### src/rtl/regmap_pkg.sv
package regmap_pkg;

    localparam int KIND_W   = 2;
    localparam int KEY_W    = 5;
    localparam int NUM_REGS = 1 << KEY_W;
    localparam int NUM_BANKS = 2;

    // One configuration list entry
    typedef struct packed {
        logic [KIND_W-1:0] kind;
        logic [KEY_W-1:0]  key;
        logic              vec;
        logic              pkd;
        logic              bank;
    } cfg_entry_t;

    // One per-register table slot
    typedef struct packed {
        logic en;
        logic vec;
        logic pkd;
        logic bank;
    } slot_t;

    typedef enum logic [1:0] {
        PH_IDLE  = 2'd0,
        PH_CLEAR = 2'd1,
        PH_APPLY = 2'd2
    } phase_t;

    // Nonzero type code selects the floating-point bank
    function automatic logic entry_is_fp(cfg_entry_t e);
        return e.kind != '0;
    endfunction

    function automatic slot_t entry_to_slot(cfg_entry_t e);
        slot_t s;
        s.en   = 1'b1;
        s.vec  = e.vec;
        s.pkd  = e.pkd;
        s.bank = e.bank;
        return s;
    endfunction

endpackage

### src/rtl/regmap_entry_store.sv
module regmap_entry_store
    import regmap_pkg::*;
#(
    parameter  int NUM_ENTRIES = 16,
    localparam int ADDR_W = (NUM_ENTRIES > 1) ? $clog2(NUM_ENTRIES) : 1
) (
    input  logic              clk,
    input  logic              rst,
    input  logic              we,
    input  logic [ADDR_W-1:0] waddr,
    input  cfg_entry_t        wdata,
    input  logic              capture,
    input  logic [ADDR_W-1:0] rd_idx,
    output cfg_entry_t        rd_entry
);

    cfg_entry_t snap_vec [NUM_ENTRIES];

    for (genvar i = 0; i < NUM_ENTRIES; i++) begin : g_ent
        cfg_entry_t live_q;
        cfg_entry_t snap_q;

        always_ff @(posedge clk) begin
            if (rst) begin
                live_q <= '0;
                snap_q <= '0;
            end else begin
                if (we && waddr == ADDR_W'(i))
                    live_q <= wdata;
                // capture sees the value before a same-cycle write
                if (capture)
                    snap_q <= live_q;
            end
        end

        assign snap_vec[i] = snap_q;
    end

    assign rd_entry = snap_vec[rd_idx];

endmodule

### src/rtl/regmap_sequencer.sv
module regmap_sequencer
    import regmap_pkg::*;
#(
    parameter  int NUM_ENTRIES = 16,
    localparam int ADDR_W = (NUM_ENTRIES > 1) ? $clog2(NUM_ENTRIES) : 1,
    localparam logic [ADDR_W-1:0] LAST = ADDR_W'(NUM_ENTRIES - 1)
) (
    input  logic              clk,
    input  logic              rst,
    input  logic              start,
    output logic              busy,
    output logic              capture,
    output logic              clr,
    output logic              apply_en,
    output logic              commit,
    output logic [ADDR_W-1:0] ptr
);

    phase_t phase_q;
    logic [ADDR_W-1:0] ptr_q;

    always_ff @(posedge clk) begin
        if (rst) begin
            phase_q <= PH_IDLE;
            ptr_q   <= '0;
        end else begin
            unique case (phase_q)
                PH_IDLE: begin
                    ptr_q <= '0;
                    if (start)
                        phase_q <= PH_CLEAR;
                end
                PH_CLEAR: begin
                    phase_q <= PH_APPLY;
                end
                PH_APPLY: begin
                    if (ptr_q == LAST) begin
                        phase_q <= PH_IDLE;
                        ptr_q   <= '0;
                    end else begin
                        ptr_q <= ptr_q + 1'b1;
                    end
                end
                default: phase_q <= PH_IDLE;
            endcase
        end
    end

    assign busy     = (phase_q != PH_IDLE);
    assign capture  = (phase_q == PH_IDLE) && start;
    assign clr      = (phase_q == PH_CLEAR);
    assign apply_en = (phase_q == PH_APPLY);
    assign commit   = apply_en && (ptr_q == LAST);
    assign ptr      = ptr_q;

endmodule

### src/rtl/regmap_slot_table.sv
module regmap_slot_table
    import regmap_pkg::*;
(
    input  logic             clk,
    input  logic             rst,
    input  logic             clr,
    input  logic             wr_en,
    input  logic [KEY_W-1:0] wr_idx,
    input  slot_t            wr_slot,
    input  logic             commit,
    input  logic [KEY_W-1:0] rd_idx,
    output slot_t            rd_slot
);

    slot_t live_vec [NUM_REGS];

    for (genvar s = 0; s < NUM_REGS; s++) begin : g_slot
        slot_t work_q;
        slot_t work_d;
        slot_t live_q;

        always_comb begin
            if (clr)
                work_d = '0;
            else if (wr_en && wr_idx == KEY_W'(s))
                work_d = wr_slot;
            else
                work_d = work_q;
        end

        always_ff @(posedge clk) begin
            if (rst) begin
                work_q <= '0;
                live_q <= '0;
            end else begin
                work_q <= work_d;
                // publish including the final entry's write
                if (commit)
                    live_q <= work_d;
            end
        end

        assign live_vec[s] = live_q;
    end

    assign rd_slot = live_vec[rd_idx];

endmodule

### src/rtl/regmap_builder.sv
module regmap_builder
    import regmap_pkg::*;
#(
    parameter  int NUM_ENTRIES = 16,
    localparam int ADDR_W = (NUM_ENTRIES > 1) ? $clog2(NUM_ENTRIES) : 1
) (
    input  logic              clk,
    input  logic              rst,
    input  logic              cfg_we,
    input  logic [ADDR_W-1:0] cfg_addr,
    input  logic [KIND_W-1:0] cfg_kind,
    input  logic [KEY_W-1:0]  cfg_key,
    input  logic              cfg_vec,
    input  logic              cfg_pkd,
    input  logic              cfg_bank,
    input  logic              rebuild,
    output logic              busy,
    input  logic              lk_fp,
    input  logic [KEY_W-1:0]  lk_idx,
    output logic              lk_en,
    output logic              lk_vec,
    output logic              lk_pkd,
    output logic              lk_bank
);

    cfg_entry_t        wr_entry;
    cfg_entry_t        cur_entry;
    slot_t             cur_slot;
    logic              cur_fp;
    logic              capture;
    logic              clr;
    logic              apply_en;
    logic              commit;
    logic [ADDR_W-1:0] ptr;
    slot_t             bank_rd [NUM_BANKS];
    slot_t             lk_slot;

    assign wr_entry.kind = cfg_kind;
    assign wr_entry.key  = cfg_key;
    assign wr_entry.vec  = cfg_vec;
    assign wr_entry.pkd  = cfg_pkd;
    assign wr_entry.bank = cfg_bank;

    regmap_entry_store #(.NUM_ENTRIES(NUM_ENTRIES)) u_store (
        .clk      (clk),
        .rst      (rst),
        .we       (cfg_we),
        .waddr    (cfg_addr),
        .wdata    (wr_entry),
        .capture  (capture),
        .rd_idx   (ptr),
        .rd_entry (cur_entry)
    );

    regmap_sequencer #(.NUM_ENTRIES(NUM_ENTRIES)) u_seq (
        .clk      (clk),
        .rst      (rst),
        .start    (rebuild),
        .busy     (busy),
        .capture  (capture),
        .clr      (clr),
        .apply_en (apply_en),
        .commit   (commit),
        .ptr      (ptr)
    );

    assign cur_slot = entry_to_slot(cur_entry);
    assign cur_fp   = entry_is_fp(cur_entry);

    for (genvar b = 0; b < NUM_BANKS; b++) begin : g_bank
        logic bank_wr;
        assign bank_wr = apply_en && (cur_fp == 1'(b));

        regmap_slot_table u_tbl (
            .clk     (clk),
            .rst     (rst),
            .clr     (clr),
            .wr_en   (bank_wr),
            .wr_idx  (cur_entry.key),
            .wr_slot (cur_slot),
            .commit  (commit),
            .rd_idx  (lk_idx),
            .rd_slot (bank_rd[b])
        );
    end

    assign lk_slot = lk_fp ? bank_rd[1] : bank_rd[0];
    assign lk_en   = lk_slot.en;
    assign lk_vec  = lk_slot.vec;
    assign lk_pkd  = lk_slot.pkd;
    assign lk_bank = lk_slot.bank;

endmodule

### config.mk
export PLATFORM = sky130hd
export DESIGN_NAME = regmap_builder
export DESIGN_NICKNAME = d
export VERILOG_FILES = /design/src/rtl/regmap_pkg.sv /design/src/rtl/regmap_entry_store.sv /design/src/rtl/regmap_sequencer.sv /design/src/rtl/regmap_slot_table.sv /design/src/rtl/regmap_builder.sv
export SDC_FILE = /design/constraint.sdc
export NUM_CORES = 2
export LEC_CHECK = 0
export BUFFER_PORTS_ARGS = -buffer_cell sky130_fd_sc_hd__buf_4
export CORE_ASPECT_RATIO = 0.7
export CORE_MARGIN = 10
export CORE_UTILIZATION = 42
export DETAILED_ROUTE_END_ITERATION = 7
export PLACE_DENSITY_LB_ADDON = 0.3
export SLEW_MARGIN = 20
export SYNTH_ARGS = -nofsm -noshare
export SYNTH_HDL_FRONTEND = slang
export SYNTH_SLANG_ARGS = --single-unit
### constraint.sdc
create_clock -name clk -period 3.1 [get_ports clk]
set_clock_uncertainty 0.15 [all_clocks]
set_input_delay 0 -clock clk [delete_from_list [all_inputs] [get_ports clk]]
set_output_delay 0 -clock clk [all_outputs]
set_load 0.02 [all_outputs]
### Yosys cells after proc, flatten, opt, wreduce, memory -nomap -nowiden

Index checks and enable logic that the tools add are counted.

| storage, ports and cells | value |
|---|---|
| output and inout bits | 5 |
| register bits | 838 |

| cells by class | value |
|---|---|
| reductions and logical operators | 91 |
| multiplexer cells | 143 |
| equal/unequal tests | 51 |
| order comparisons | 2 |
| bitwise operators | 3 |
| add/sub/neg operators | 1 |

Operators with widths:

| cell | count |
|---|---|
| 4-bit 2-to-1 mux | 134 |
| 1-bit logical AND | 84 |
| 5-bit == test, second input constant | 16 |
| 10-bit binary-select mux with 4-bit select | 1 |
| 4-bit binary-select mux with 5-bit select | 2 |
| 5-bit by 4-bit == test with 1-bit output, second input constant | 8 |
| 4-bit == test, second input constant | 9 |
| 5-bit by 3-bit == test with 1-bit output, second input constant | 4 |
| 10-bit 2-to-1 mux | 2 |
| 4-bit by 3-bit == test with 1-bit output, second input constant | 4 |
| 5-bit by 2-bit == test with 1-bit output, second input constant | 2 |
| 4-bit by 2-bit == test with 1-bit output, second input constant | 2 |
| 4-bit one-hot mux with 2 select lines | 1 |
| 6-bit greater-or-equal comparator, second input constant | 1 |
| 5-bit inverter with 6-bit output | 1 |
| 2-bit one-hot mux with 3 select lines | 1 |
| 2-bit nonzero test | 3 |
| 5-bit by 1-bit == test with 1-bit output, second input constant | 1 |
| 5-bit greater-or-equal comparator, second input constant | 1 |
| 5-bit logical NOT | 1 |
| 4-bit inverter with 5-bit output | 1 |
| 4-bit by 1-bit adder with 4-bit output, second input constant | 1 |
| 4-bit by 1-bit == test with 1-bit output, second input constant | 1 |
| 4-bit logical NOT | 1 |
| 8 further kinds | 9 |

### Longest topological paths before layout

| logic depth | value |
|---|---|
| depth after elaboration | 10 |
| gate-level depth with buffers | 12 |
| mapped depth without buffers | 6 |

### Cells and area by module

Synthesis repeated with hierarchy kept, for this count alone.

| unflattened totals | value |
|---|---|
| cells, all modules | 3849 |
| area total of the unflattened synthesis | 36298.6 µm² |

By module, submodules not included:

| module | times used | area an instance (µm²) | cells an instance |
|---|---|---|---|
| regmap_slot_table | 2 | 11493.5 | 1221 |
| regmap_entry_store | 1 | 12931.2 | 1364 |
| regmap_sequencer | 1 | 316.6 | 36 |
| regmap_builder | 1 | 63.8 | 7 |

### Worst setup path after synthesis

No wires, ideal clock.

| timing | value |
|---|---|
| path kind | reg2reg |
| from | reg u_seq.ptr_q[0], in the netlist u_seq.ptr[0] |
| to | reg g_bank[0].u_tbl.g_slot[7].live_q[3] (netlist name) |
| data required time | 2.864 ns |
| arrival | 2.660 ns |
| slack | 0.205 ns |
| buffers on the path | 4 |
| stages on the path, launching flop included | 11 |
| library setup time | 0.086 ns |
| cells stage by stage | dfxtp_1 -> buf_4 -> buf_6 -> mux4_2 -> nand2_1 -> nand4_4 -> buf_2 -> nor4_2 -> buf_2 -> a21oi_1 -> a211oi_1 |

| on the way | value |
|---|---|
| longest elaborated chain between the ends | 10 |
| elaborated cells between the ends (all ways) | 13 |

Ends and longest elaborated chain:

| element | line | text |
|---|---|---|
| start: declaration | regmap_sequencer.sv:20 | `logic [ADDR_W-1:0] ptr_q;` |
| start signal: assignment | regmap_sequencer.sv:41 | `ptr_q <= ptr_q + 1'b1;` |
| 4-bit inverter with 5-bit output (implied by the code) | regmap_entry_store.sv:39 | `assign rd_entry = snap_vec[rd_idx];` |
| 10-bit binary-select mux with 4-bit select | regmap_entry_store.sv:39 |  |
| 10-bit 2-to-1 mux (implied by the code) (2 in a row) | regmap_entry_store.sv:39 |  |
| 2-bit nonzero test | regmap_pkg.sv:33 | `return e.kind != '0;` |
| 1-bit inverter | regmap_builder.sv:72 | `assign bank_wr = apply_en && (cur_fp == 1'(b));` |
| 1-bit logical AND | regmap_builder.sv:72 |  |
| 1-bit logical AND | regmap_slot_table.sv:25 | `else if (wr_en && wr_idx == KEY_W'(s))` |
| 4-bit 2-to-1 mux | regmap_slot_table.sv:25 |  |
| 4-bit 2-to-1 mux | regmap_slot_table.sv:23 | `if (clr)` |
| end signal: assignment | regmap_slot_table.sv:39 | `live_q <= work_d;` |
| end: declaration | regmap_slot_table.sv:20 | `slot_t live_q;` |

Parallel ways exist; a longest one is shown, timed or not. The select of a mux whose other input is x is not followed.
A chain may end at the register's enable or synchronous reset.

### Worst setup path after layout

| timing | value |
|---|---|
| from | reg u_seq.ptr_q[0], in the netlist u_seq.ptr[0] |
| to | reg g_bank[0].u_tbl.g_slot[10].live_q[3] (netlist name) |

| on the way | value |
|---|---|
| longest elaborated chain between the ends | 10 |
| elaborated cells between the ends (all ways) | 13 |

Ends and longest elaborated chain:

| element | line |
|---|---|
| 4-bit inverter with 5-bit output (implied by the code) | regmap_entry_store.sv:39 |
| 10-bit binary-select mux with 4-bit select | regmap_entry_store.sv:39 |
| 10-bit 2-to-1 mux (implied by the code) (2 in a row) | regmap_entry_store.sv:39 |
| 2-bit nonzero test | regmap_pkg.sv:33 |
| 1-bit inverter | regmap_builder.sv:72 |
| 1-bit logical AND | regmap_builder.sv:72 |
| 1-bit logical AND | regmap_slot_table.sv:25 |
| 4-bit 2-to-1 mux | regmap_slot_table.sv:25 |
| 4-bit 2-to-1 mux | regmap_slot_table.sv:23 |
| end signal: assignment | regmap_slot_table.sv:39 |
| end: declaration | regmap_slot_table.sv:20 |

Parallel ways exist; a longest one is shown, timed or not. The select of a mux whose other input is x is not followed.

==> flow_metrics.py <==
metrics = {
    "run_status": {
        "outcome": "completed",
    },
    "place": {
        "place_area_um2": 35100,
        "numPortBuffers": 28,
        "place_inst": 4398,
        "gp_congestion": 0.799,
        "post-place-ws_ps": 148,
        "place_hpwl_um": 53900,
    },
    "hold_path": {
        "hold_class": "in -> reg",
        "whs_endpoint": "u_store.g_ent[2].live_q[7]$_SDFFE_PP0P_",
        "hold_depth": 4,
        "hold_path_startpoint": "cfg_key[4]",
    },
    "cells_and_area": {
        "final_core_util": 0.496,
        "drive_gt1_frac": 0.132,
        "n_antenna_cell": 0,
        "nFillCells": 7137,
        "final_cells": 4589,
        "finalInstanceArea_um2": 38300,
        "multiInputGateArea_um2": 14900,
        "nNetsFinal": 3506,
        "regArea_um2": 16800,
        "syn_to_final_growth_pct": 16.5,
    },
    "global_route": {
        "track_usage": 0.199,
        "grt_pass1_vias": 24500,
        "grt_pass1_wl_um": 145000,
        "antenna_found_initial": 6,
        "grt-ovfl-total": 0,
        "grt_max_degree": 172,
    },
    "pwr": {
        "p_seq_frac": 0.493,
        "pwr-share-comb": 0.043,
        "peakVddDrop_uv": 421,
        "pwr-share-clk": 0.464,
        "p_int_mw": 16.9,
        "p_leak_nw": 13.3,
        "power.total_mw": 22.0,
        "powerDensity_nw_per_um2": 574,
        "swShare": 0.229,
        "power_switching_mw": 5.03,
    },
    "synthesis": {
        "yosysWarnings": 0,
        "synthesis.area_um2": 32900,
        "yosysMostFrequentCell": "dfxtp_1",
        "yosys.area.top_type_share": 0.511,
        "yosys-top-cells-count": "dfxtp_1 (838), a21oi_1 (433), nand2_1 (428)",
        "synth_edf_count": 0,
        "syn_nets": 3535,
        "syn_avg_cell_area_um2": 9.36,
        "async_flop_share": 0,
        "synth_area_leader_cell": "dfxtp_1",
        "ys_types": 53,
        "synthTopCellsByArea": "dfxtp_1 (51%), mux4_2 (7.5%), a21oi_1 (6.6%)",
        "synthCells": 3510,
        "synth_ff_type": "dfxtp_1",
        "yosysSeqAreaShare": 0.511,
        "synth_seq_cells": 838,
    },
    "cts": {
        "clockBufferDepth": 3,
        "htreeDepth": 3,
        "clockRootBuffer": "clkbuf_16",
        "cts-buffers-inserted": 81,
        "cts.clk_slew.worst_paths_ps": 60,
        "cts_tree": "built",
        "clock-sinks": 838,
        "clk_latency_ps": 660,
    },
    "sta": {
        "hold-worst-slack_ps": 167,
        "rsz0062_at_grt": "no",
        "setup_ws_ps": 195,
        "finalHoldViolCount": 0,
        "setup_viol": 0,
        "drv_slew": 0,
        "period_share": 0.937,
        "worstMarginPinSlew_ps": 1080,
        "finalCriticalPeriod_ps": 2910,
        "setup-tns-final_ps": 0,
        "fmax_ghz": 0.344,
        "relSlewSlack": 0.280,
    },
    "setup_path": {
        "r2r_cells": 8,
        "crit_required_ps": 3500,
        "worstPathMaxFanout": 16,
        "end_kind": "flip-flop",
        "r2r_slack_ps": 190,
        "crit_slowest_cell": "mux4_2",
        "cpPeakStageDelay_ps": 500,
        "cp_cell_sequence": "buf_12 > mux4_2 > nand3_1 > nand4_4 > nor4_2 > buf_12 > a21oi_1 > a211oi_1",
        "rr_startpoint": "u_seq.ptr[0]$_SDFFE_PP0P_",
        "reg2reg_to": "g_bank[0].u_tbl.g_slot[10].live_q[3]$_SDFFE_PP0P_",
        "cpMostUsedCell": "buf_12",
        "path_class": "reg -> reg",
        "arrival_ps": 3300,
        "cp-start-kind": "flip-flop",
    },
    "detailed_routing": {
        "dr.first_iter.drc_count": 2387,
        "wirelength_um": 92300,
        "num_vias": 26000,
        "firstDrtPassIters": 5,
        "viasPerCell": 5.67,
        "wl_per_cell_um": 20.1,
        "drtAntennaViolNets": 0,
        "route.detailed.drc": 0,
    },
    "floorplan": {
        "io_pins": 29,
        "core_um2": 77200,
        "die_y_um": 254,
        "dieArea_um2": 90000,
        "initial_core_util": 0.426,
        "die_width_um": 354,
        "fp-row-count": 85,
    },
    "flow_run": {
        "maxCapViolCount": 0,
    },
}
-- logic make-up (layout without fill, tap and decap cells) --
family                     after synthesis  in the layout  synth area share
muxes                                  278            278             0.126
AOI/OAI and AO/OA                      975            975             0.177
buffers and inverters                  338            373            0.0425
DFF                                    838            838             0.511
adders and majority gates                1              1          0.000381
and+or+nand+nor                       1080           1080             0.144
-- routing by layer --
layer  track usage  vias to the layer above  wire length, um
met5             0                        -               37
li1              -                    12500                -
met2         0.292                      757            39200
met1         0.299                    12600            44600
met4        0.0479                        6             1820
met3        0.0366                      139             6660
-- sequential cells by signal, indices dropped and copies added (netlist names) --
register / flops
g_bank.u_tbl.g_slot.live_q: 256
g_bank.u_tbl.g_slot.work_q: 256
u_store.g_ent.live_q: 160
u_store.g_ent.snap_q: 160
u_seq.ptr: 4
u_seq.phase_q: 2
-- final cells by class --
class / instances / share of cell area
tap: 1044 / 0.0341
clock inverter: 28 / 0.00846
inverter: 4 / 0.000392
timing repair buffer: 222 / 0.0666
sequential: 838 / 0.438
multi-input combinational: 2334 / 0.389
clock buffer: 119 / 0.0630
-- layout by cell type, fill, tap and decap left out, types with 3 or more instances in the layout --
cell type	netlist	final
dfxtp_1	838	836
clkbuf_1	264	16
inv_1	4	4
buf_12	0	60
bufinv_16	0	5
o21bai_1	128	128
dlygate4sd3_1	0	41
o31ai_1	65	65
mux2_2	6	6
a22oi_1	3	3
nand4_1	18	18
nand3_1	135	135
nand3b_1	4	4
clkbuf_8	0	20
a21oi_1	433	431
clkinv_2	0	14
mux4_2	109	109
o22ai_1	5	3
a211oi_1	64	64
o21ai_0	131	131
clkbuf_16	0	84
nor3b_1	3	3
nor2_1	307	305
a31oi_1	128	128
nand2_1	428	426
nand2b_1	9	8
nor4_4	2	10
nor4_2	7	7
inv_6	0	4
buf_4	15	118
nor2b_1	5	5
nor3_1	135	135
and4_1	4	4
o221ai_1	4	4
mux2i_1	163	163
-- power groups by stage --
stage                     sequential (mW)  combinational, mW  clock [mW]
after floorplan                      11.1              0.563           0
after global placement               11.1              0.904           0
final                                10.8              0.943        10.2
after CTS                            10.8              0.932        10.4
after global routing                 10.8               1.01        10.8
after detailed placement             11.1              0.906           0
-- worst max-delay path by stage --
| stage | start | endpoint | cells past startpoint |
|---|---|---|---|
| final | u_seq.ptr[0]$_SDFFE_PP0P_ | g_bank[0].u_tbl.g_slot[10].live_q[3]$_SDFFE_PP0P_ | 8 |
| after global routing | u_seq.ptr[0]$_SDFFE_PP0P_ | g_bank[0].u_tbl.g_slot[5].live_q[3]$_SDFFE_PP0P_ | 8 |
| after CTS | u_seq.ptr[0]$_SDFFE_PP0P_ | g_bank[0].u_tbl.g_slot[7].live_q[2]$_SDFFE_PP0P_ | 9 |
| after detailed placement | u_seq.ptr[0]$_SDFFE_PP0P_ | g_bank[0].u_tbl.g_slot[7].live_q[2]$_SDFFE_PP0P_ | 9 |
| after global placement | u_seq.ptr[0]$_SDFFE_PP0P_ | g_bank[0].u_tbl.g_slot[1].live_q[3]$_SDFFE_PP0P_ | 9 |
| after floorplan | u_seq.ptr[0]$_SDFFE_PP0P_ | g_bank[0].u_tbl.g_slot[7].live_q[3]$_SDFFE_PP0P_ | 10 |
-- repair_timing --
action | 4_1_cts | 5_1_grt
buffers inserted | 0 | 2
setup endpoints to repair | 0 | 27
hold buffers | 41 | 0
gates resized for setup | 0 | 4
hold endpoints to repair | 374 | 0
-- critical path: cells and delay by family, from the launching register on --
| family | cells | cell delay [ps] |
|---|---|---|
| buffers and inverters | 2 | 390 |
| multiplexers | 1 | 500 |
| AO/OA/AOI/OAI | 2 | 350 |
| flip-flops | 1 | 450 |
| AND/OR/NAND/NOR | 3 | 950 |
No activity file was read; power rests on OpenSTA's default activity.
